<file path="src/rtl/muxbus_pkg.sv">
package muxbus_pkg;

  typedef enum logic [2:0] {
    ST_IDLE = 3'd0,
    ST_ADDR = 3'd1,
    ST_HOLD = 3'd2,
    ST_DATA = 3'd3,
    ST_GAP  = 3'd4
  } bus_state_e;

  typedef enum logic [1:0] {
    BW_FIX8  = 2'd0,
    BW_FIX16 = 2'd1,
    BW_DYN   = 2'd2,
    BW_RSVD  = 2'd3
  } width_mode_e;

endpackage

</file>
<file path="src/rtl/muxbus_seq.sv">
module muxbus_seq
  import muxbus_pkg::*;
#(
  parameter int WAIT_W = 2
) (
  input  logic              clk,
  input  logic              rst_n,
  input  logic              req_valid,
  input  logic              req_write,
  input  logic              req_word,
  input  logic [1:0]        bw_mode,
  input  logic              dyn_wide,
  input  logic [WAIT_W-1:0] wait_cfg,
  output bus_state_e        state,
  output logic              accept,
  output logic              half,
  output logic              xfer16,
  output logic              write_q,
  output logic              last_data,
  output logic              done,
  output logic              busy
);

  bus_state_e        st_q, st_d;
  logic [WAIT_W-1:0] wcnt_q, wcnt_d, wlat_q, wlat_d;
  logic              half_q, half_d, split_q, split_d;
  logic              x16_q, x16_d, wr_q, wr_d, done_q, done_d;
  logic              wide;

  // width chosen for this access
  always_comb begin
    case (width_mode_e'(bw_mode))
      BW_FIX8: wide = 1'b0;
      BW_DYN:  wide = dyn_wide;
      default: wide = 1'b1;
    endcase
  end

  assign accept    = (st_q == ST_IDLE) && req_valid;
  assign last_data = (st_q == ST_DATA) && (wcnt_q == '0);

  always_comb begin
    st_d    = st_q;
    wcnt_d  = wcnt_q;
    wlat_d  = wlat_q;
    half_d  = half_q;
    split_d = split_q;
    x16_d   = x16_q;
    wr_d    = wr_q;
    done_d  = 1'b0;
    case (st_q)
      ST_IDLE: begin
        if (accept) begin
          st_d    = ST_ADDR;
          wr_d    = req_write;
          x16_d   = req_word & wide;
          split_d = req_word & ~wide;
          wlat_d  = wait_cfg;
          half_d  = 1'b0;
        end
      end
      ST_ADDR: st_d = ST_HOLD;
      ST_HOLD: begin
        st_d   = ST_DATA;
        wcnt_d = wlat_q;
      end
      ST_DATA: begin
        if (wcnt_q != '0) begin
          wcnt_d = wcnt_q - WAIT_W'(1);
        end else if (split_q && !half_q) begin
          st_d   = ST_GAP;
          half_d = 1'b1;
        end else begin
          st_d   = ST_IDLE;
          done_d = 1'b1;
        end
      end
      ST_GAP:  st_d = ST_ADDR;
      default: st_d = ST_IDLE;
    endcase
  end

  always_ff @(posedge clk or negedge rst_n) begin
    if (!rst_n) begin
      st_q    <= ST_IDLE;
      wcnt_q  <= '0;
      wlat_q  <= '0;
      half_q  <= 1'b0;
      split_q <= 1'b0;
      x16_q   <= 1'b0;
      wr_q    <= 1'b0;
      done_q  <= 1'b0;
    end else begin
      st_q    <= st_d;
      wcnt_q  <= wcnt_d;
      wlat_q  <= wlat_d;
      half_q  <= half_d;
      split_q <= split_d;
      x16_q   <= x16_d;
      wr_q    <= wr_d;
      done_q  <= done_d;
    end
  end

  assign state   = st_q;
  assign half    = half_q;
  assign xfer16  = x16_q;
  assign write_q = wr_q;
  assign done    = done_q;
  assign busy    = (st_q != ST_IDLE);

endmodule

</file>
<file path="src/rtl/muxbus_dpath.sv">
module muxbus_dpath #(
  parameter int DW = 16
) (
  input  logic          clk,
  input  logic          rst_n,
  input  logic          accept,
  input  logic [DW-1:0] req_addr,
  input  logic [DW-1:0] req_wdata,
  input  logic          last_data,
  input  logic          half,
  input  logic          xfer16,
  input  logic [DW-1:0] pad_in,
  output logic [DW-1:0] addr_cur,
  output logic [DW-1:0] wdata_cur,
  output logic [DW-1:0] rdata
);

  localparam int BW = DW / 2;

  logic [DW-1:0] addr_q, wdata_q, rdata_q, rdata_d;

  always_comb begin
    if (xfer16)
      rdata_d = pad_in;
    else if (half)
      rdata_d = {pad_in[BW-1:0], rdata_q[BW-1:0]};
    else
      rdata_d = {{(DW-BW){1'b0}}, pad_in[BW-1:0]};
  end

  always_ff @(posedge clk or negedge rst_n) begin
    if (!rst_n) begin
      addr_q  <= '0;
      wdata_q <= '0;
    end else if (accept) begin
      addr_q  <= req_addr;
      wdata_q <= req_wdata;
    end
  end

  always_ff @(posedge clk or negedge rst_n) begin
    if (!rst_n)
      rdata_q <= '0;
    else if (last_data)
      rdata_q <= rdata_d;
  end

  // second half of a split access targets the next byte address
  assign addr_cur = addr_q + DW'(half);

  always_comb begin
    if (xfer16)
      wdata_cur = wdata_q;
    else if (half)
      wdata_cur = {{(DW-BW){1'b0}}, wdata_q[DW-1:BW]};
    else
      wdata_cur = {{(DW-BW){1'b0}}, wdata_q[BW-1:0]};
  end

  assign rdata = rdata_q;

endmodule

</file>
<file path="src/rtl/muxbus_padmux.sv">
module muxbus_padmux
  import muxbus_pkg::*;
#(
  parameter int DW = 16
) (
  input  bus_state_e    state,
  input  logic          write_q,
  input  logic          xfer16,
  input  logic [DW-1:0] addr_cur,
  input  logic [DW-1:0] wdata_cur,
  input  logic [DW-1:0] port_out,
  input  logic [DW-1:0] port_oe,
  output logic [DW-1:0] pad_out,
  output logic [DW-1:0] pad_oe,
  output logic          ale,
  output logic          adv_n,
  output logic          rd_n,
  output logic          wr_n
);

  localparam int            BW      = DW / 2;
  localparam logic [DW-1:0] LO_LANE = {{(DW-BW){1'b0}}, {BW{1'b1}}};

  always_comb begin
    pad_out = '0;
    pad_oe  = '0;
    ale     = 1'b0;
    adv_n   = 1'b1;
    rd_n    = 1'b1;
    wr_n    = 1'b1;
    case (state)
      ST_IDLE: begin
        pad_out = port_out;
        pad_oe  = port_oe;
      end
      ST_ADDR: begin
        ale     = 1'b1;
        adv_n   = 1'b0;
        pad_out = addr_cur;
        pad_oe  = '1;
      end
      ST_HOLD: begin
        adv_n   = 1'b0;
        pad_out = addr_cur;
        pad_oe  = '1;
      end
      ST_DATA: begin
        adv_n = 1'b0;
        if (write_q) begin
          wr_n    = 1'b0;
          pad_out = wdata_cur;
          pad_oe  = xfer16 ? '1 : LO_LANE;
        end else begin
          rd_n = 1'b0;
        end
      end
      default: ;
    endcase
  end

endmodule

</file>
<file path="src/rtl/muxbus_ctrl.sv">
module muxbus_ctrl
  import muxbus_pkg::*;
#(
  parameter int DW     = 16,
  parameter int WAIT_W = 2
) (
  input  logic              clk,
  input  logic              rst_n,
  input  logic              req_valid,
  input  logic              req_write,
  input  logic              req_word,
  input  logic [DW-1:0]     req_addr,
  input  logic [DW-1:0]     req_wdata,
  input  logic [1:0]        bw_mode,
  input  logic              dyn_wide,
  input  logic [WAIT_W-1:0] wait_cfg,
  output logic              busy,
  output logic              done,
  output logic [DW-1:0]     rdata,
  input  logic [DW-1:0]     port_out,
  input  logic [DW-1:0]     port_oe,
  input  logic [DW-1:0]     pad_in,
  output logic [DW-1:0]     pad_out,
  output logic [DW-1:0]     pad_oe,
  output logic              ale,
  output logic              adv_n,
  output logic              rd_n,
  output logic              wr_n
);

  logic [1:0]    rst_sync_q;
  logic          rst_int_n;
  bus_state_e    state;
  logic          accept, half, xfer16, write_q, last_data;
  logic [DW-1:0] addr_cur, wdata_cur;

  // asynchronous assert, synchronous release
  always_ff @(posedge clk or negedge rst_n) begin
    if (!rst_n)
      rst_sync_q <= 2'b00;
    else
      rst_sync_q <= {rst_sync_q[0], 1'b1};
  end
  assign rst_int_n = rst_sync_q[1];

  muxbus_seq #(.WAIT_W(WAIT_W)) i_seq (
    .clk       (clk),
    .rst_n     (rst_int_n),
    .req_valid (req_valid),
    .req_write (req_write),
    .req_word  (req_word),
    .bw_mode   (bw_mode),
    .dyn_wide  (dyn_wide),
    .wait_cfg  (wait_cfg),
    .state     (state),
    .accept    (accept),
    .half      (half),
    .xfer16    (xfer16),
    .write_q   (write_q),
    .last_data (last_data),
    .done      (done),
    .busy      (busy)
  );

  muxbus_dpath #(.DW(DW)) i_dpath (
    .clk       (clk),
    .rst_n     (rst_int_n),
    .accept    (accept),
    .req_addr  (req_addr),
    .req_wdata (req_wdata),
    .last_data (last_data),
    .half      (half),
    .xfer16    (xfer16),
    .pad_in    (pad_in),
    .addr_cur  (addr_cur),
    .wdata_cur (wdata_cur),
    .rdata     (rdata)
  );

  muxbus_padmux #(.DW(DW)) i_padmux (
    .state     (state),
    .write_q   (write_q),
    .xfer16    (xfer16),
    .addr_cur  (addr_cur),
    .wdata_cur (wdata_cur),
    .port_out  (port_out),
    .port_oe   (port_oe),
    .pad_out   (pad_out),
    .pad_oe    (pad_oe),
    .ale       (ale),
    .adv_n     (adv_n),
    .rd_n      (rd_n),
    .wr_n      (wr_n)
  );

endmodule

</file>
<file path="config.mk">
export PLATFORM = sky130hd
export DESIGN_NAME = muxbus_ctrl
export DESIGN_NICKNAME = d
export VERILOG_FILES = /design/src/rtl/muxbus_pkg.sv /design/src/rtl/muxbus_seq.sv /design/src/rtl/muxbus_dpath.sv /design/src/rtl/muxbus_padmux.sv /design/src/rtl/muxbus_ctrl.sv
export SDC_FILE = /design/constraint.sdc
export NUM_CORES = 1
export LEC_CHECK = 0
export ABC_AREA = 1
export ABC_CLOCK_PERIOD_IN_PS = 3200
export BUFFER_PORTS_ARGS = -buffer_cell sky130_fd_sc_hd__buf_4
export CORE_ASPECT_RATIO = 0.75
export CORE_MARGIN = 2
export CORE_UTILIZATION = 40
export DETAILED_ROUTE_END_ITERATION = 8
export GPL_TIMING_DRIVEN = 1
export PLACE_DENSITY = 0.78
export SYNTH_ARGS = -nofsm -noshare
export SYNTH_HDL_FRONTEND = slang
export SYNTH_SLANG_ARGS = --single-unit
export TNS_END_PERCENT = 50
</file>
<file path="constraint.sdc">
create_clock -name clk -period 3.2 [get_ports clk]
set_input_delay 0.48 -clock clk [delete_from_list [all_inputs] [get_ports clk]]
set_output_delay 0.48 -clock clk [all_outputs]
set_load 0.02 [all_outputs]
</file>
==> metrics.txt, run 1 <==
status finished, final reports clean; Yosys cell types 28; clk slew on worst S/H paths 0.06 ns; CP most frequent cell nand2_1; Post-Syn Nets 589; RSZ-0062 raised after global routing false; placed cell area 4640 sq um; final hold vios 0; H-tree depth 3; CTS tree yes; crit path DAT 2.33 ns; Root Buffer clkbuf_16; layout overhead on the synthesized area 41.8%; kind of critical path flip-flop to output pin; final instance area 4960 sq um; die width 112 um; final setup vio count 0; delay-heaviest family, CP simple AND/OR/NAND/NOR gates; initial antenna violation count 0; setup TNS 0 ns; initial core utilization 0.412; crit path capture type output pin; skew final 0.00750 ns; maxcap violations 0; DP Wirelength 8.72 mm; diode count 0; Num CTS Buffers 9; clk buf depth 2; # DRC 0; Peak Freq 356 MHz; vias 3787; Yosys reg bits 62; vias in the first global route 3666; Die Area 9510 sq um; Min-Delay Path Class flip-flop to asynchronous set/reset pin; LEAKAGE 0.00270 uW; ys async rst share 1.00; Bufs and invs on worst path 2; I/O Pins 144; Slew @ Worst Pin 0.770 ns; Slowest-stage cell, CP dfrtp_1; period utilization 0.877; GRT Resource Usage Total 0.239; Die H 85.0 um; Peak VDD IR 0.702 mV; register area share after synthesis 0.444; average size of a mapped cell 7.05 sq um; antenna viol nets, final 0; Slew HR 0.485; Critical Path RT 2.72 ns; post-synthesis cell count 496; Pwr per Cell Area 1070 nW/um^2; Final Net Count 732; reg2reg path depth 8; Final Critical Period 2.81 ns; startpoint types flip-flop; largest net degree at the start of global routing 45; area of the mapped netlist 3500 sq um; # rows 29; Congestion Overflow GR 0; proportion of layout cells with a drive suffix above 1 0.293; first drt pass iteration count 6; clock tree sinks 62; total of warnings raised by yosys 0; Vias per Instance 5.04; total power 5300 uW; core area 8490 sq um; CP max FO 24; instance count on the critical path 7; fill count 801; gpl congestion 0.922; CP max stage delay 0.51 ns; routed wire length 11.1 mm; global-route wire length before repair 17.9 mm; Post-synth EDFFs 0; Final Max Slew Viols 0; DR iter-0 viols 304; Skew-Pair Late Insertion Delay 0.33 ns; Synth Flop Type dfrtp_1; Port-buffer cells 143; routed len/inst 14.7 um; worst-path cell chain inv_2 -> nand2_1 -> o21ai_0 -> nor2_1 -> a21oi_1 -> nand2_1 -> buf_4
==> state kept, by name (all words and copies together), names as in the netlist <==
| register | cells |
|---|---|
| i_seq.done | 1 |
| i_seq.write_q | 1 |
| i_seq.half | 1 |
| rst_sync_q | 2 |
| i_dpath.wdata_q | 16 |
| i_seq.xfer16 | 1 |
| i_seq.split_q | 1 |
| i_seq.state | 3 |
| i_seq.wcnt_q | 2 |
| i_dpath.addr_q | 16 |
| i_dpath.rdata | 16 |
| i_seq.wlat_q | 2 |
==> final cells by class <==
class,instances,area (sq um),area share
inverters,52,198,0.0399
well taps,108,135,0.0273
flip-flops and latches,62,1550,0.313
repair buffers,148,1110,0.225
clock inverters,6,71.3,0.0144
clock buffers,10,239,0.0482
multi-input cells,366,1650,0.333
==> what timing repair did <==
| action | in CTS | in global routing |
|---|---|---|
| resized for setup | 0 | 0 |
| hold endpoints to repair | 2 | 0 |
| hold buffers | 1 | 0 |
| buffers inserted | 0 | 0 |
==> cells by family (layout without fill, tap and decap cells) <==
group                    after synthesis  count (layout)  share of synthesized area
AND/OR/NAND/NOR                      293             293                      0.351
AO/OA/AOI/OAI                         68              68                      0.107
buffers and inverters                 68             216                     0.0845
flip-flops                            62              62                      0.444
adder cells (fa/ha/maj)                3               3                     0.0107
other                                  1               1                    0.00107
XOR/XNOR                               1               1                    0.00251
==> metrics by stage <==
step | setup slack (ns) | hold WS [ns] | instances | utilization
2_1_floorplan | 1.35 | 0.184 | 496 | -
3_3_place_gp | 0.915 | 0.264 | 735 | 0.546
3_5_place_dp | 0.827 | 0.263 | 735 | 0.546
4_1_cts | 0.457 | 0.310 | 752 | 0.584
5_1_grt | 0.225 | 0.347 | 752 | 0.584
6_report | 0.394 | 0.289 | 752 | 0.584
==> worst paths after layout <==
path / start / endpoint / slack, ns
max: i_seq.xfer16 / pad_out[5] / 0.39
min: rst_sync_q[1] / i_dpath.wdata_q[11] / 0.29
max reg2reg: i_seq.state[1] / i_seq.xfer16 / 1.08
min reg2reg: rst_sync_q[1] / i_dpath.wdata_q[11] / 0.29
max in group asynchronous: rst_sync_q[1] / i_dpath.addr_q[1] / 2.06
min in group clk: rst_sync_q[0] / rst_sync_q[1] / 0.35
==> power breakdown <==
group	leakage, uW	switching (uW)	total, uW	internal, uW
sequential	0.000776	292	1410	1120
clock	0.000145	360	987	627
combinational	0.00178	1810	2900	1090
total	0.00270	2460	5300	2840
==> cells in the final DEF (no fill, tap or decap) <==
cell           instances
conb_1                 1
dlygate4sd3_1          1
nand3_1               29
a21oi_1                7
nor2_4                 5
nand2_1              218
inv_1                 47
nor3_1                 4
inv_4                  1
ha_1                   3
a22oi_1                5
clkinvlp_4             2
o211ai_1               3
xor2_1                 1
a21o_1                 1
o21bai_1               1
or2_2                  5
clkinv_4               3
nor2_2                 3
o21ai_0               50
bufinv_16              1
clkbuf_8               1
o31ai_2                1
nand2_2                5
nand2_4                1
nor2_1                20
clkbuf_16              9
dfrtp_1               61
inv_2                  4
nand4_1                3
dfrtp_2                1
buf_4                147
==> cells in the mapped netlist (6+ instances only) <==
cell,count,area (sq um)
a21oi_1,7,35.0
buf_2,6,30.0
buf_4,6,45.0
dfrtp_1,62,1550
inv_1,47,176
nand2_1,218,818
nand3_1,29,145
nor2_1,20,75.1
o21ai_0,50,250
==> routing by layer <==
layer  vias to the layer above  share of wire  global-route usage
met4                         0          0.022              0.0732
met3                        22          0.096              0.0700
met1                      1734           0.44               0.321
met2                       194           0.44               0.380
li1                       1837              -                   -
met5                         -              0                   0
No activity file was read; power rests on OpenSTA's default activity.
==> run 2, diff against run 1 <==
- ABC_CLOCK_PERIOD_IN_PS: 3200 -> 2900
- SLEW_MARGIN: default -> 30
- clock period: 3.2 -> 2.9 ns (I/O delays scaled with it)
==> run 2 against run 1 <==
  * Clock skew shrank 0.0014 ns
  * Worst hold slack got worse by 0.019 ns
  * Cell count grew 0.27%
  * Non-clock buffer count grew 2
  * Design area increased by 0.76%
  * Critical endpoint unchanged
  * First-iteration DRC count decreased by 14%
==> metrics.txt, run 2 (synthesis results as in run 1) <==
core area 8490 sq um (unchanged); CTS tree yes; most common cell after layout, fill and taps aside nand2_1; Slew HR 0.484 (-0.00165); CP max FO 24 (unchanged); I/O Pins 144 (unchanged); layout overhead on the synthesized area 42.9%; die width 112 um (unchanged); antenna viol nets, final 0 (unchanged); Num CTS Buffers 9 (unchanged); startpoint types flip-flop; Skew-Pair Late Insertion Delay 0.32 ns (about the same); clk buf depth 2 (unchanged); first drt pass iteration count 6 (unchanged); fill count 802 (+0.12%); clk slew on worst S/H paths 0.06 ns (about the same); H-tree depth 3 (unchanged); CP Launch Point i_seq.xfer16; DP Wirelength 8.85 mm (+1.5%); Die Area 9510 sq um (unchanged); status finished, final reports clean; skew final 0.00607 ns (-0.00143 ns); period utilization 0.942; reg2reg path depth 8 (unchanged); clock tree sinks 62 (unchanged); Final Net Count 734 (+0.27%); Worst R2R Setup Slack 0.88 ns (-0.20 ns); Die H 85.0 um (unchanged); largest net degree at the start of global routing 33 (-27%); worst hold slack 0.270 ns (-0.0189 ns); vias 3742 (-1.2%); routed wire length 11.2 mm (+1.6%); kind of critical path flip-flop to output pin; FF-to-FF End i_dpath.addr_q[8]; r2r startpoint i_seq.state[1]; gpl congestion 0.994 (+7.9%); crit path capture type output pin; final hold vios 0 (unchanged); crit path DAT 2.30 ns (-0.03 ns); LEAKAGE 0.00272 uW (+0.91%); final setup vio count 0 (unchanged); Critical Path RT 2.47 ns (-0.25 ns); maxcap violations 0 (unchanged); # rows 29 (unchanged); Root Buffer clkbuf_16; initial core utilization 0.412 (unchanged); RSZ-0062 raised after global routing false; DR iter-0 viols 261 (-14%); vias in the first global route 3694 (+0.76%); routed len/inst 14.9 um (+1.3%); global-route wire length before repair 18.1 mm (+1.0%); total power 5950 uW (+12%); Vias per Instance 4.96 (-1.5%); Slew @ Worst Pin 0.773 ns (+0.00246 ns); Peak VDD IR 0.799 mV (+14%); proportion of layout cells with a drive suffix above 1 0.296 (+0.00219); commonest cells after routing, fill and taps aside 218 x nand2_1, 149 x buf_4, 61 x dfrtp_1; # DRC 0 (unchanged); setup TNS 0 ns (unchanged); diode count 0 (unchanged); setup bufs post-CTS 0 (unchanged); GRT Resource Usage Total 0.241 (+0.00162); Final Max Slew Viols 0 (unchanged); Peak Freq 366 MHz; CTS resizes 0 (unchanged); Pwr per Cell Area 1190 nW/um^2 (+11%); initial antenna violation count 0 (unchanged); Congestion Overflow GR 0 (unchanged); Min-Delay Path Class flip-flop to asynchronous set/reset pin; Final Critical Period 2.73 ns; Port-buffer cells 143 (unchanged)
==> run 2: changes by cell type in the layout (fill, tap and decap cells not counted), sizes merged <==
cell      previous run  this run
clkinvlp             2         1
inv                 52        53
bufinv               1         2
buf                147       149
clkinv               3         2
==> run 2: area by class of cell <==
type / instances / area (sq um) / area share
multi-input cells: 366 / 1650 / 0.330
well taps: 108 / 135 / 0.0270
inverters: 52 / 198 / 0.0396
repair buffers: 150 / 1130 / 0.226
flip-flops and latches: 62 / 1550 / 0.311
clock buffers: 10 / 239 / 0.0478
clock inverters: 6 / 93.8 / 0.0188
==> run 2: worst max path at each step <==
stage / cells after the start / end / slack [ns]
6_report: 7 / pad_out[5] / 0.17
5_1_grt: 6 / pad_out[3] / 0.007
4_1_cts: 7 / pad_out[5] / 0.22
3_5_place_dp: 7 / pad_out[5] / 0.57
3_3_place_gp: 7 / pad_out[5] / 0.67
2_1_floorplan: 0 / i_dpath.addr_q[0] / 1.05
==> run 2: through the flow <==
| stage | util | cells | instance area (sq um) | setup WS [ns] |
|---|---|---|---|---|
| after floorplan | - | 496 | 3500 | 1.05 |
| after global placement | 0.548 | 737 | 4650 | 0.666 |
| after detailed placement | 0.548 | 737 | 4650 | 0.575 |
| after CTS | 0.588 | 754 | 5000 | 0.223 |
| after global routing | 0.588 | 754 | 5000 | 0.00698 |
| final | 0.588 | 754 | 5000 | 0.167 |
==> run 2: report_power, final <==
part | leakage (uW) | internal (uW) | switching [uW]
Combinational | 0.00179 | 1210 | 2010
Sequential | 0.000776 | 1240 | 327
Clock | 0.000159 | 781 | 386
==> run 2: what timing repair did <==
item                                   4_1_cts  5_1_grt
setup endpoints to repair                    0        0
endpoints found under the hold margin        2        0
hold buffers                                 1        0
==> run 2: routing by layer <==
metal / GRT usage / up-vias / part of all wire
li1: - / 1846 / -
met1: 0.326 / 1700 / 0.44
met2: 0.387 / 174 / 0.45
met3: 0.0550 / 22 / 0.094
met4: 0.0798 / 0 / 0.021
met5: 0 / - / 0
==> run 2: worst max-delay path: stages, from the launching register on <==
cell and delay (ns):
dfrtp_1 0.51, inv_2 0.20, nand2_1 0.49, o21ai_0 0.37, nor2_1 0.08, a21oi_1 0.11
nand2_1 0.07, buf_4 0.15
==> run 3, diff against run 2 <==
- CORE_UTILIZATION: 40 -> 49
- PLACE_DENSITY: 0.78 -> 0.91
==> run 3 against run 2 <==
  * First-iteration DRC count grew 28%
  * Power shrank 6.4%
  * Sequential cell count did not move
  * Critical path depth is 1 lower
  * Clock power fell by 32%
  * Combinational power about the same
  * Core utilization grew 12 points
  * Clock skew grew 0.0042 ns
  * Sequential share of layout area up 0.86 points
  * Worst setup slack gained 0.21 ns
  * Cell count is 1.3% lower
  * Largest power group unchanged
  * Highest routed layer unchanged
==> metrics.txt, run 3 (synthesis results as in run 1) <==
status finished, final reports clean; delay-heaviest family, CP flip-flops; DR iter-0 viols 334 (+28%); Switching Share 0.484 (+0.0268); clk slew on worst S/H paths 0.08 ns (+0.02 ns); vias 3852 (+2.9%); Root Buffer clkbuf_8; # rows 26 (-10%); r2r startpoint i_seq.state[1]; routed wire length 10.9 mm (-3.0%); Final WS setup 0.382 ns (+0.215 ns); CP max stage delay 0.51 ns (about the same); met3 Use GR 0.0702 (+0.0152); GR Util met1 0.373 (+0.0471); Min-Delay Path Class flip-flop to asynchronous set/reset pin; Slew @ Worst Pin 0.544 ns (-0.229 ns); Skew-Pair Late Insertion Delay 0.35 ns (+0.03 ns); crit path capture type output pin; Comb power frac 0.578 (+0.037); worst hold slack 0.236 ns (-0.0341 ns); routed len/inst 14.7 um (-1.7%); Pwr per Cell Area 1150 nW/um^2 (-3.8%); commonest cells after routing, fill and taps aside 217 x nand2_1, 149 x buf_4, 61 x dfrtp_1; final setup vio count 0 (unchanged); clock tree sinks 62 (unchanged); DP Wirelength 8.50 mm (-4.0%); gpl congestion 0.940 (-5.4%); first drt pass iteration count 5 (-1); kind of critical path flip-flop to output pin; largest net degree at the start of global routing 32 (-3.0%); Critical Path RT 2.47 ns (about the same); Slew HR 0.637 (+0.153); reg2reg path depth 9 (+1); clk buf depth 2 (unchanged); Port-buffer cells 143 (unchanged); RSZ-0062 raised after global routing false; vias in the first global route 3581 (-3.1%); Clk pwr share 0.144 (-0.052); period utilization 0.868 (-0.0740); Num CTS Buffers 9 (unchanged); GRT Resource Usage Total 0.282 (+0.0408); die width 102 um (-9.3%); antenna viol nets, final 0 (unchanged); core area 6860 sq um (-19%); pre-CTS WS 0.616 ns (+0.0407 ns); Switch Pwr 2690 uW (-0.91%); Die H 77.2 um (-9.2%); Die Area 7830 sq um (-18%); Vias per Instance 5.18 (+4.3%); Final Net Count 734 (unchanged); met2 usage 0.453 (+0.0653); LEAKAGE 0.00266 uW (-2.3%); proportion of layout cells with a drive suffix above 1 0.297 (+0.00155); layout overhead on the synthesized area 39.0%; crit path DAT 2.08 ns (-0.22 ns); I/O Pins 144 (unchanged); Congestion Overflow GR 0 (unchanged); worst-path cell chain inv_2 -> nand2_2 -> o21ai_0 -> nand2_1 -> nand3_1 -> buf_4; final hold vios 0 (unchanged); Peak VDD IR 0.509 mV (-36%); CTS tree yes; maxcap violations 0 (unchanged); most common cell after layout, fill and taps aside nand2_1; placed cell area 4640 sq um (-0.27%); Slowest-stage cell, CP dfrtp_1; Final Max Slew Viols 0 (unchanged); Bufs and invs on worst path 2 (unchanged); Worst R2R Setup Slack 0.74 ns (-0.14 ns); Final Critical Period 2.52 ns (-0.215 ns); global-route wire length before repair 16.9 mm (-6.6%); skew final 0.0103 ns (+0.00421 ns); Reg power frac 0.278 (+0.015); setup TNS 0 ns (unchanged); P_int 2870 uW (-11%); # DRC 0 (unchanged); FF-to-FF End i_seq.write_q; startpoint types flip-flop; fill count 568 (-29%); final instance area 4860 sq um (-2.7%); CP max FO 24 (unchanged); initial core utilization 0.509 (+0.0976); diode count 0 (unchanged); most used routing layer met2; H-tree depth 3 (unchanged); initial antenna violation count 0 (unchanged); Peak Freq 397 MHz (+8.5%)
run 3: worst max-delay path by stage:
stage	start	end	slack [ns]	cells after the start
after global routing	i_seq.xfer16	pad_out[6]	0.22	7
after detailed placement	i_seq.xfer16	pad_out[3]	0.62	6
after floorplan	rst_sync_q[1]	i_dpath.addr_q[0]	1.05	0
after CTS	i_seq.xfer16	pad_out[3]	0.24	6
final	i_seq.xfer16	pad_out[3]	0.38	6
after global placement	i_seq.xfer16	pad_out[3]	0.72	6
run 3: final cells by class:
type / count / area [sq um] / area share
clock inverter: 6 / 70.1 / 0.0144
tap: 98 / 123 / 0.0252
clock buffer: 10 / 138 / 0.0283
sequential: 62 / 1550 / 0.319
inverter: 52 / 198 / 0.0407
multi-input combinational: 366 / 1650 / 0.340
timing repair buffer: 150 / 1130 / 0.232
run 3: routing by layer:
metal,routed length (um),part of all wire,vias to the layer above
li1,-,-,1839
met1,4460,0.41,1752
met2,5030,0.46,232
met3,1190,0.11,29
met4,232,0.021,0
met5,0,0,-
run 3: worst reg2reg max path, delay by kind of cell (launching register included):
| kind | cells | cell delay [ns] |
|---|---|---|
| simple gates | 4 | 0.57 |
| flops | 1 | 0.36 |
| compound gates | 1 | 0.07 |
| buf+inv | 4 | 1.08 |
run 3: per-stage QoR:
| step | power, uW | cells | utilization |
|---|---|---|---|
| CTS | 5560 | 744 | 0.708 |
| floorplan | 3490 | 496 | - |
| finish | 5570 | 744 | 0.708 |
| detailed placement | 4750 | 727 | 0.676 |
| global placement | 4670 | 727 | 0.676 |
| global route | 5950 | 744 | 0.708 |
run 3: power groups by stage:
stage / logic (uW) / clock network (uW) / registers [uW]
2_1_floorplan: 1920 / 0 / 1560
3_3_place_gp: 3140 / 0 / 1540
3_5_place_dp: 3200 / 0 / 1550
4_1_cts: 3220 / 803 / 1540
5_1_grt: 3520 / 846 / 1590
6_report: 3220 / 800 / 1550
run 3: repair_timing:
item / in CTS / in global routing
hold buffers: 1 / 0
endpoints found under the hold margin: 2 / 0
buffers inserted: 0 / 0
resized for setup: 0 / 1
setup endpoints to repair: 0 / 2
